--- config.mk ---
export PLATFORM = sky130hd
export DESIGN_NAME = pwm_run_supervisor
export DESIGN_NICKNAME = d
export VERILOG_FILES = /design/src/rtl/sup_pkg.sv /design/src/rtl/sup_pin_sync.sv /design/src/rtl/sup_uv_timer.sv /design/src/rtl/sup_run_fsm.sv /design/src/rtl/pwm_run_supervisor.sv
export SDC_FILE = /design/constraint.sdc
export NUM_CORES = 1
export LEC_CHECK = 0
export ABC_AREA = 1
export BUFFER_PORTS_ARGS = -buffer_cell sky130_fd_sc_hd__buf_2
export CORE_MARGIN = 5
export CORE_UTILIZATION = 58
export DETAILED_ROUTE_END_ITERATION = 10
export GPL_TIMING_DRIVEN = 0
export HOLD_SLACK_MARGIN = 0.02
export PLACE_DENSITY = 0.92
export REMOVE_ABC_BUFFERS = 1
export SYNTH_ARGS = -nofsm -noshare
export SYNTH_HDL_FRONTEND = slang
export SYNTH_SLANG_ARGS = --single-unit
--- constraint.sdc ---
create_clock -name clk -period 3.3 [get_ports clk]
set_input_delay 0.495 -clock clk [delete_from_list [all_inputs] [get_ports clk]]
set_output_delay 0.495 -clock clk [all_outputs]
set_load 0.01 [all_outputs]
--- src/rtl/sup_pkg.sv ---
package sup_pkg;

    typedef enum logic [2:0] {
        ST_IDLE  = 3'd0,
        ST_AUX   = 3'd1,
        ST_BOTH  = 3'd2,
        ST_LATCH = 3'd3,
        ST_HOLD  = 3'd4
    } seq_state_t;

    typedef struct packed {
        logic supply_ok;
        logic ref_ok;
        logic uv_ok;
        logic ov_trip;
        logic permit;
    } health_t;

    function automatic logic enable_permits(input logic en, input logic pol);
        return pol ? !en : en;
    endfunction

    function automatic logic ordinary_fault(input health_t h);
        return !h.supply_ok || !h.ref_ok || !h.uv_ok || h.ov_trip || !h.permit;
    endfunction

    function automatic logic is_running(input seq_state_t s);
        return (s == ST_AUX) || (s == ST_BOTH);
    endfunction

endpackage

--- src/rtl/sup_pin_sync.sv ---
module sup_pin_sync #(
    parameter int WIDTH  = 2,
    parameter int STAGES = 2
) (
    input  logic             clk,
    input  logic             rst,
    input  logic [WIDTH-1:0] async_in,
    output logic [WIDTH-1:0] sync_out
);
    logic [WIDTH-1:0] stage_q [STAGES];

    always_ff @(posedge clk) begin
        if (rst) stage_q[0] <= '0;
        else     stage_q[0] <= async_in;
    end

    for (genvar g = 1; g < STAGES; g++) begin : g_stage
        always_ff @(posedge clk) begin
            if (rst) stage_q[g] <= '0;
            else     stage_q[g] <= stage_q[g-1];
        end
    end

    assign sync_out = stage_q[STAGES-1];
endmodule

--- src/rtl/sup_uv_timer.sv ---
module sup_uv_timer #(
    parameter int DELAY_CYCLES = 1000
) (
    input  logic clk,
    input  logic rst,
    input  logic running,
    input  logic fb_any,
    output logic trip
);
    localparam int CNT_W = $clog2(DELAY_CYCLES + 1);
    localparam logic [CNT_W-1:0] LAST = CNT_W'(DELAY_CYCLES - 1);
    localparam logic [CNT_W-1:0] TOP  = CNT_W'(DELAY_CYCLES);

    logic             active;
    logic [CNT_W-1:0] cnt_q;

    assign active = running && fb_any;
    assign trip   = active && (cnt_q == LAST);

    always_ff @(posedge clk) begin
        if (rst || !active)  cnt_q <= '0;
        else if (cnt_q != TOP) cnt_q <= cnt_q + 1'b1;
    end

    AST_NO_OVERFLOW: assert property (@(posedge clk) disable iff (rst)
        cnt_q <= TOP);
    AST_TIMER_CLEAR: assert property (@(posedge clk) disable iff (rst)
        !active |=> (cnt_q == '0));
endmodule

--- src/rtl/sup_run_fsm.sv ---
module sup_run_fsm
    import sup_pkg::*;
(
    input  logic    clk,
    input  logic    rst,
    input  health_t health,
    input  logic    boot_above_main,
    input  logic    boot_low,
    input  logic    fb_any,
    input  logic    trip,
    output logic    running,
    output logic    run_aux,
    output logic    run_main,
    output logic    ss_discharge
);
    seq_state_t state_q, state_d;
    logic       permit_q, uv_q;
    logic       fault, toggle;

    assign fault  = ordinary_fault(health);
    assign toggle = (health.permit != permit_q) || (health.uv_ok != uv_q);

    always_comb begin
        state_d = state_q;
        unique case (state_q)
            ST_IDLE:  if (!fault && boot_low) state_d = ST_AUX;
            ST_AUX: begin
                if (trip)                 state_d = ST_LATCH;
                else if (fault)           state_d = ST_IDLE;
                else if (boot_above_main) state_d = ST_BOTH;
            end
            ST_BOTH: begin
                if (trip)       state_d = ST_LATCH;
                else if (fault) state_d = ST_IDLE;
            end
            ST_LATCH: if (!fb_any)            state_d = ST_HOLD;
            ST_HOLD:  if (boot_low && toggle) state_d = ST_IDLE;
            default:  state_d = ST_IDLE;
        endcase
    end

    always_ff @(posedge clk) begin
        if (rst) begin
            state_q  <= ST_IDLE;
            permit_q <= 1'b0;
            uv_q     <= 1'b0;
        end else begin
            state_q  <= state_d;
            permit_q <= health.permit;
            uv_q     <= health.uv_ok;
        end
    end

    assign running      = is_running(state_q);
    assign run_aux      = running;
    assign run_main     = (state_q == ST_BOTH);
    assign ss_discharge = !running;

    AST_FAULT_DROPS: assert property (@(posedge clk) disable iff (rst)
        (running && fault) |=> !run_aux);
    AST_START_NEEDS_BOOTLOW: assert property (@(posedge clk) disable iff (rst)
        $rose(run_aux) |-> $past(boot_low));
    AST_MAIN_RISE: assert property (@(posedge clk) disable iff (rst)
        $rose(run_main) |-> $past(boot_above_main));
    AST_LATCH_HOLDS: assert property (@(posedge clk) disable iff (rst)
        (state_q == ST_LATCH && fb_any) |=> (state_q == ST_LATCH));
endmodule

--- src/rtl/pwm_run_supervisor.sv ---
module pwm_run_supervisor
    import sup_pkg::*;
#(
    parameter int DELAY_CYCLES = 1000,
    parameter int SYNC_STAGES  = 2
) (
    input  logic clk,
    input  logic rst,
    input  logic supply_ok,
    input  logic ref_ok,
    input  logic uv_ok,
    input  logic ov_trip,
    input  logic boot_above_main,
    input  logic boot_low,
    input  logic fb_uv_aux,
    input  logic fb_uv_main,
    input  logic en_pin,
    input  logic pol_pin,
    output logic run_aux,
    output logic run_main,
    output logic ss_discharge
);
    localparam int PIN_W = 2;

    logic [PIN_W-1:0] pins_sync;
    health_t          health;
    logic             running, trip, fb_any;

    sup_pin_sync #(.WIDTH(PIN_W), .STAGES(SYNC_STAGES)) u_sync (
        .clk      (clk),
        .rst      (rst),
        .async_in ({pol_pin, en_pin}),
        .sync_out (pins_sync)
    );

    assign fb_any = fb_uv_aux || fb_uv_main;

    always_comb begin
        health.supply_ok = supply_ok;
        health.ref_ok    = ref_ok;
        health.uv_ok     = uv_ok;
        health.ov_trip   = ov_trip;
        health.permit    = enable_permits(pins_sync[0], pins_sync[1]);
    end

    sup_uv_timer #(.DELAY_CYCLES(DELAY_CYCLES)) u_timer (
        .clk     (clk),
        .rst     (rst),
        .running (running),
        .fb_any  (fb_any),
        .trip    (trip)
    );

    sup_run_fsm u_fsm (
        .clk             (clk),
        .rst             (rst),
        .health          (health),
        .boot_above_main (boot_above_main),
        .boot_low        (boot_low),
        .fb_any          (fb_any),
        .trip            (trip),
        .running         (running),
        .run_aux         (run_aux),
        .run_main        (run_main),
        .ss_discharge    (ss_discharge)
    );

    AST_MAIN_NEEDS_AUX: assert property (@(posedge clk) disable iff (rst)
        run_main |-> run_aux);
    AST_DISCHARGE_WHEN_OFF: assert property (@(posedge clk) disable iff (rst)
        $fell(run_aux) |-> ss_discharge);
endmodule

# After elaboration in Yosys (flattened, before gate mapping)
# Memories as Yosys holds them, arrays and structs flattened.
# Cells that the tools add are included.
[totals] out_inout_bits=3 input_bits=12 wordCells=58 mem_bits_rw=4 rom_bits=0 n_memories=1 latch_bits=0 reg_bits=15
[memory_table] name="u_sync.stage_q" depth=2 width=2 rd=2 rd_clocked_by_memory_dff=0 wr=2 line="sup_pin_sync.sv:10" text="logic [WIDTH-1:0] stage_q [STAGES];"
[classes] n_eq_ne=13 shifts=0 reduce_logical=22 n_addsub=1 n_mul=0 div=0 n_mux=15 order_cmp=0 n_bitwise=2
[ops] op="3-bit 2-to-1 mux" count=8
[ops] op="3-bit case mux with 5 select lines" count=1
[ops] op="10-bit by 1-bit adder with 10-bit output, second input constant" count=1
[ops] op="10-bit equality test, second input constant" count=1
[ops] op="10-bit != test, second input constant" count=1
[ops] op="1-bit logical NOT" count=8
[ops] op="1-bit logical OR" count=8
[ops] op="3-bit by 2-bit equality test with 1-bit output, second input constant" count=2
[ops] op="5-bit AND reduction" count=1
[ops] op="1-bit logical AND" count=4
[ops] op="1-bit 2-to-1 mux" count=4
[ops] op="2-bit 2-to-1 mux" count=2
[ops] op="2-bit by 1-bit != test with 1-bit output, second input constant" count=2
[ops] op="4-bit by 3-bit != test with 1-bit output, second input constant" count=1
[ops] op="3-bit by 1-bit equality test with 1-bit output, second input constant" count=1
[ops] op="3-bit equality test, second input constant" count=1
[ops] op="3-bit logical NOT" count=1
[ops] op="3-bit by 1-bit != test with 1-bit output, second input constant" count=1
[ops] op="1-bit != test" count=2
[ops] op="2-bit != test, second input constant" count=1
[ops] op="1-bit OR" count=2

# Longest topological paths before layout
[depth] word_depth=9 ltp_mapped=11 ltp_nobuf=11

# Hierarchy
# From an unflattened synthesis, not the netlist that was laid out.
[hier_totals] hier_cells=174 hier_area_um2=1079.8
[by_module_without_submodules] module="sup_uv_timer" seq_area_each_um2=200.2 cells_per_inst=81 area_each_um2=543.0 instances=1
[by_module_without_submodules] module="sup_run_fsm" seq_area_each_um2=100.1 cells_per_inst=75 area_each_um2=401.6 instances=1
[by_module_without_submodules] module="sup_pin_sync" seq_area_each_um2=80.1 cells_per_inst=12 area_each_um2=110.1 instances=1
[by_module_without_submodules] module="pwm_run_supervisor" seq_area_each_um2=0.0 cells_per_inst=6 area_each_um2=25.0 instances=1

# Worst setup path before layout
# No wires, ideal clock.
[synth_path] path_kind="in2reg" startpoint="input port fb_uv_main" endpoint="register u_fsm.state_q[0]" arrival_time_ns=1.185 setup_slack_ns=2.002 path_stages=6 path_buffers=0 setup_ns=0.113 t_required_ns=3.187 cell_sequence="nor2_1 -> nor2_1 -> a21oi_1 -> nand3_2 -> nor2_1 -> nor2_1"
[synth_via] elab_chain_cells=5 elab_cells_between_ends=10 classes_between="eq/ne (3); mux (3); reduce/logical (4)"
[synth_rtl] item="start, declared" line="pwm_run_supervisor.sv:16" text="input logic fb_uv_main,"
[synth_rtl] item="1-bit logical OR (*)" line="pwm_run_supervisor.sv:36" text="assign fb_any = fb_uv_aux || fb_uv_main;"
[synth_rtl] item="1-bit logical AND" line="sup_uv_timer.sv:17" text="assign active = running && fb_any;"
[synth_rtl] item="1-bit logical AND" line="sup_uv_timer.sv:18" text="assign trip = active && (cnt_q == LAST);"
[synth_rtl] item="4-bit by 3-bit != test with 1-bit output (no line) (tied with other cells)"
[synth_rtl] item="5-bit AND reduction (no line) or 3-bit case mux with 5 select lines (tied branches)"
[synth_rtl] item="end signal, assigned" line="sup_run_fsm.sv:48" text="state_q <= state_d;"
[synth_rtl] item="end, declared" line="sup_run_fsm.sv:16" text="seq_state_t state_q, state_d;"
# Every way passes the cells marked *; elsewhere a longest branch is shown, timed or not.
# A chain may end at the register's enable or synchronous reset.

# Worst setup path in the final report
[layout_path] startpoint="register u_fsm.state_q[0]" endpoint="output port ss_discharge"
[layout_via] elab_chain_cells=3 elab_cells_between_ends=4 classes_between="eq/ne (2); reduce/logical (2)"
[layout_rtl] item="3-bit by 1-bit equality test with 1-bit output or 3-bit by 2-bit equality test with 1-bit output (tied branches)" line="sup_pkg.sv:28" text="return (s == ST_AUX) || (s == ST_BOTH);"
[layout_rtl] item="1-bit logical OR (*)" line="sup_pkg.sv:28"
[layout_rtl] item="1-bit logical NOT (*)" line="sup_run_fsm.sv:57" text="assign ss_discharge = !running;"
[layout_rtl] item="end, declared" line="pwm_run_supervisor.sv:21" text="output logic ss_discharge"
# Marks and branches as above.

==> impl_metrics.ini <==
[run_status]
status = complete, no violations

[clock_network]
htreeDepth = 1
clkSinkCount = 19
post-cts-setup-buffers = 0
root_buffer = clkbuf_4
insertion_delay_ns = 0.29
cts.clk_slew.worst_paths_ns = 0.10
cts_inserted_buffers = 3
cts_tree = done
clk_path_buf_depth = 2
cts-resized-gates = 0
cts-hold-fix-buffers = 0

[yosys]
yosysWarningCount = 0
yosysSeqAreaShare_pct = 37.58
ys_ff_latch = 19
synthCells = 147
syn_area_per_cell_um2 = 6.886
yosysUniqueCellTypes = 25
syn_area_um2 = 1012
synthArstFlopShare_pct = 0
ys_top_cells_by_area = dfxtp_1 (38%), nand2_1 (11%), inv_1 (9.3%)
yosys.area.top_type_share_pct = 37.58
yosysTopAreaCell = dfxtp_1
synth-edff-count = 0
yosys_most_used_dff = dfxtp_1

[sta]
tns_ns = 0
finalSetupViolations = 0
max_clock_freq_ghz = 0.5873
fin_crit_ns = 1.703
hold_slack_ns = 0.3998
period_share_pct = 51.60
slew-limit-headroom_pct = 78.24
hold_violations = 0
tightest_slew_ns = 0.3246
rsz0062_at_grt = false
fin_skew_ns = 0.006138
slew_violations = 0

[die]
num_rows = 15
die_x_um = 51.78
die_y_um = 51.78
core_um2 = 1689
io_pins = 15
die_area_um2 = 2681
initial_core_util_pct = 59.93

[placed_design]
dpl.hpwl_um = 1513
portBuffers = 14
routabilityCongestion = 0.7846

[route]
ant_nets = 0
avgRoutedWirePerCell_um = 10.44
drtIter0Drc = 15
wirelength_um = 1890
drtPass1Iterations = 4
vias = 922
drc = 0
vias_per_cell = 5.094

[global_routing]
grt_overflow = 0
grt_pass1_vias = 876
gr-usage-met1_pct = 15.43
met3_usage_pct = 1.719
grt_usage_pct = 15.52
busiest_layer = met2
antenna_found_initial = 0
grt_pass1_wl_um = 3194
grt_use_met2_pct = 30.93
grt_max_degree = 11

[critical_path]
path_class = reg2out
cp.required_ns = 2.80
r2r_end = u_timer.cnt_q[6]$_SDFFE_PP0P_
cp.arrival_ns = 1.21
reg2regPathDepth = 9
crit_fanout = 5
critPathLaunch = u_fsm.state_q[0]$_SDFFE_PP0P_
worstSetupEndpointType = output pin
startpoint_type = flop
rrSetupSlack_ns = 1.87
reg2reg_from = u_timer.cnt_q[0]$_SDFFE_PP0P_

[final_layout]
multiInputGateArea_um2 = 523.0
syn2layout_area_growth_pct = 11.25
regArea_um2 = 380.4
drive_above_1_share_pct = 21.95
fillers = 158
fin_nets = 179
utilization_pct = 66.67
num_antenna_cells = 0

[flow_run]
maxCapViolCount = 0

[pwr]
p_per_area_nw_per_um2 = 487.7
leakagePower_nw = 0.4965
irDropWorstVdd_mv = 0.3790
finalPower_w = 0.0005491

[hold_path]
min_from = pol_pin
hold_end = u_sync.stage_q[0][1]$_SDFF_PP0_
hold_depth = 3
hp-class = in2reg
-- critical path, stage by stage, from the launching register on --
cell	delay, ns
dfxtp_1	0.43
inv_1	0.10
nand3_2	0.14
nand2_2	0.08
inv_1	0.05
buf_2	0.12
-- placed cells by master (no fill, tap or decap), drive strengths merged --
master and n:
clkbuf 4, xnor2 1, nand3 10, nand2 37, ha 2, a21oi 9
a31oi 1, or2 3, inv 28, nor2 25, nor3 5, o211ai 1
o21a 1, o31ai 1, a211oi 3, buf 14, dfxtp 19
-- how the worst max path moves through the flow --
stage	to	cells past startpoint
after global placement	u_fsm.state_q[1]$_SDFFE_PP0P_	7
after floorplan	u_fsm.state_q[0]$_SDFFE_PP0P_	6
after detailed placement	u_fsm.state_q[0]$_SDFFE_PP0P_	8
after CTS	ss_discharge	5
after global routing	ss_discharge	5
final	ss_discharge	5
-- where the power goes --
group | internal, W | total [W] | switching [W] | leakage (nW)
combinational | 0.0000664 | 0.000172 | 0.000105 | 0.327
clock | 0.0000471 | 0.000113 | 0.0000656 | 0.0150
sequential | 0.000246 | 0.000265 | 0.0000188 | 0.155
total | 0.000360 | 0.000549 | 0.000190 | 0.496
-- cells in the mapped netlist, types with 2 or more instances --
| cell type | n |
|---|---|
| or2_0 | 2 |
| nand2_2 | 6 |
| nand3_2 | 3 |
| inv_1 | 25 |
| a211oi_1 | 2 |
| a21oi_1 | 8 |
| nor3_1 | 3 |
| nand3_1 | 7 |
| inv_2 | 3 |
| nor2_1 | 23 |
| nand2_1 | 31 |
| ha_1 | 2 |
| dfxtp_1 | 19 |
| nor3_2 | 2 |
-- registers in the layout, summed over array words and instances, names as in the netlist --
name	flops
u_sync.stage_q	4
u_fsm.permit_q	1
u_fsm.uv_q	1
u_timer.cnt_q	10
u_fsm.state_q	3
-- area by class of cell --
cell class | count | share of cell area [%]
clock buffers | 4 | 2.333
inverters | 28 | 9.333
multi-input cells | 99 | 46.44
flip-flops and latches | 19 | 33.78
well taps | 17 | 1.889
repair buffers | 14 | 6.222
-- metal layers --
metal | part of all wire (%) | routed length [um]
met5 | 0 | 0
met4 | 2.0 | 38
met3 | 3.8 | 72
met2 | 52 | 976
met1 | 42 | 803
-- per-stage QoR --
stage | setup slack, ns | cells | area [um2]
after floorplan | 2.002 | 146 | 1008
after global placement | 1.836 | 177 | 1100
after detailed placement | 1.792 | 177 | 1100
after CTS | 1.585 | 181 | 1126
after global routing | 1.530 | 181 | 1126
final | 1.597 | 181 | 1126
-- cell families after synthesis --
kind of cell / count (synthesis) / synth area share, %
AOI/OAI and AO/OA: 16 / 11.13
xor gates and xnor gates: 1 / 0.8654
adders and majority gates: 2 / 2.472
buffers and inverters: 29 / 10.75
DFF: 19 / 37.58
and+or+nand+nor: 80 / 37.21
(Power assumes the default switching activity.)
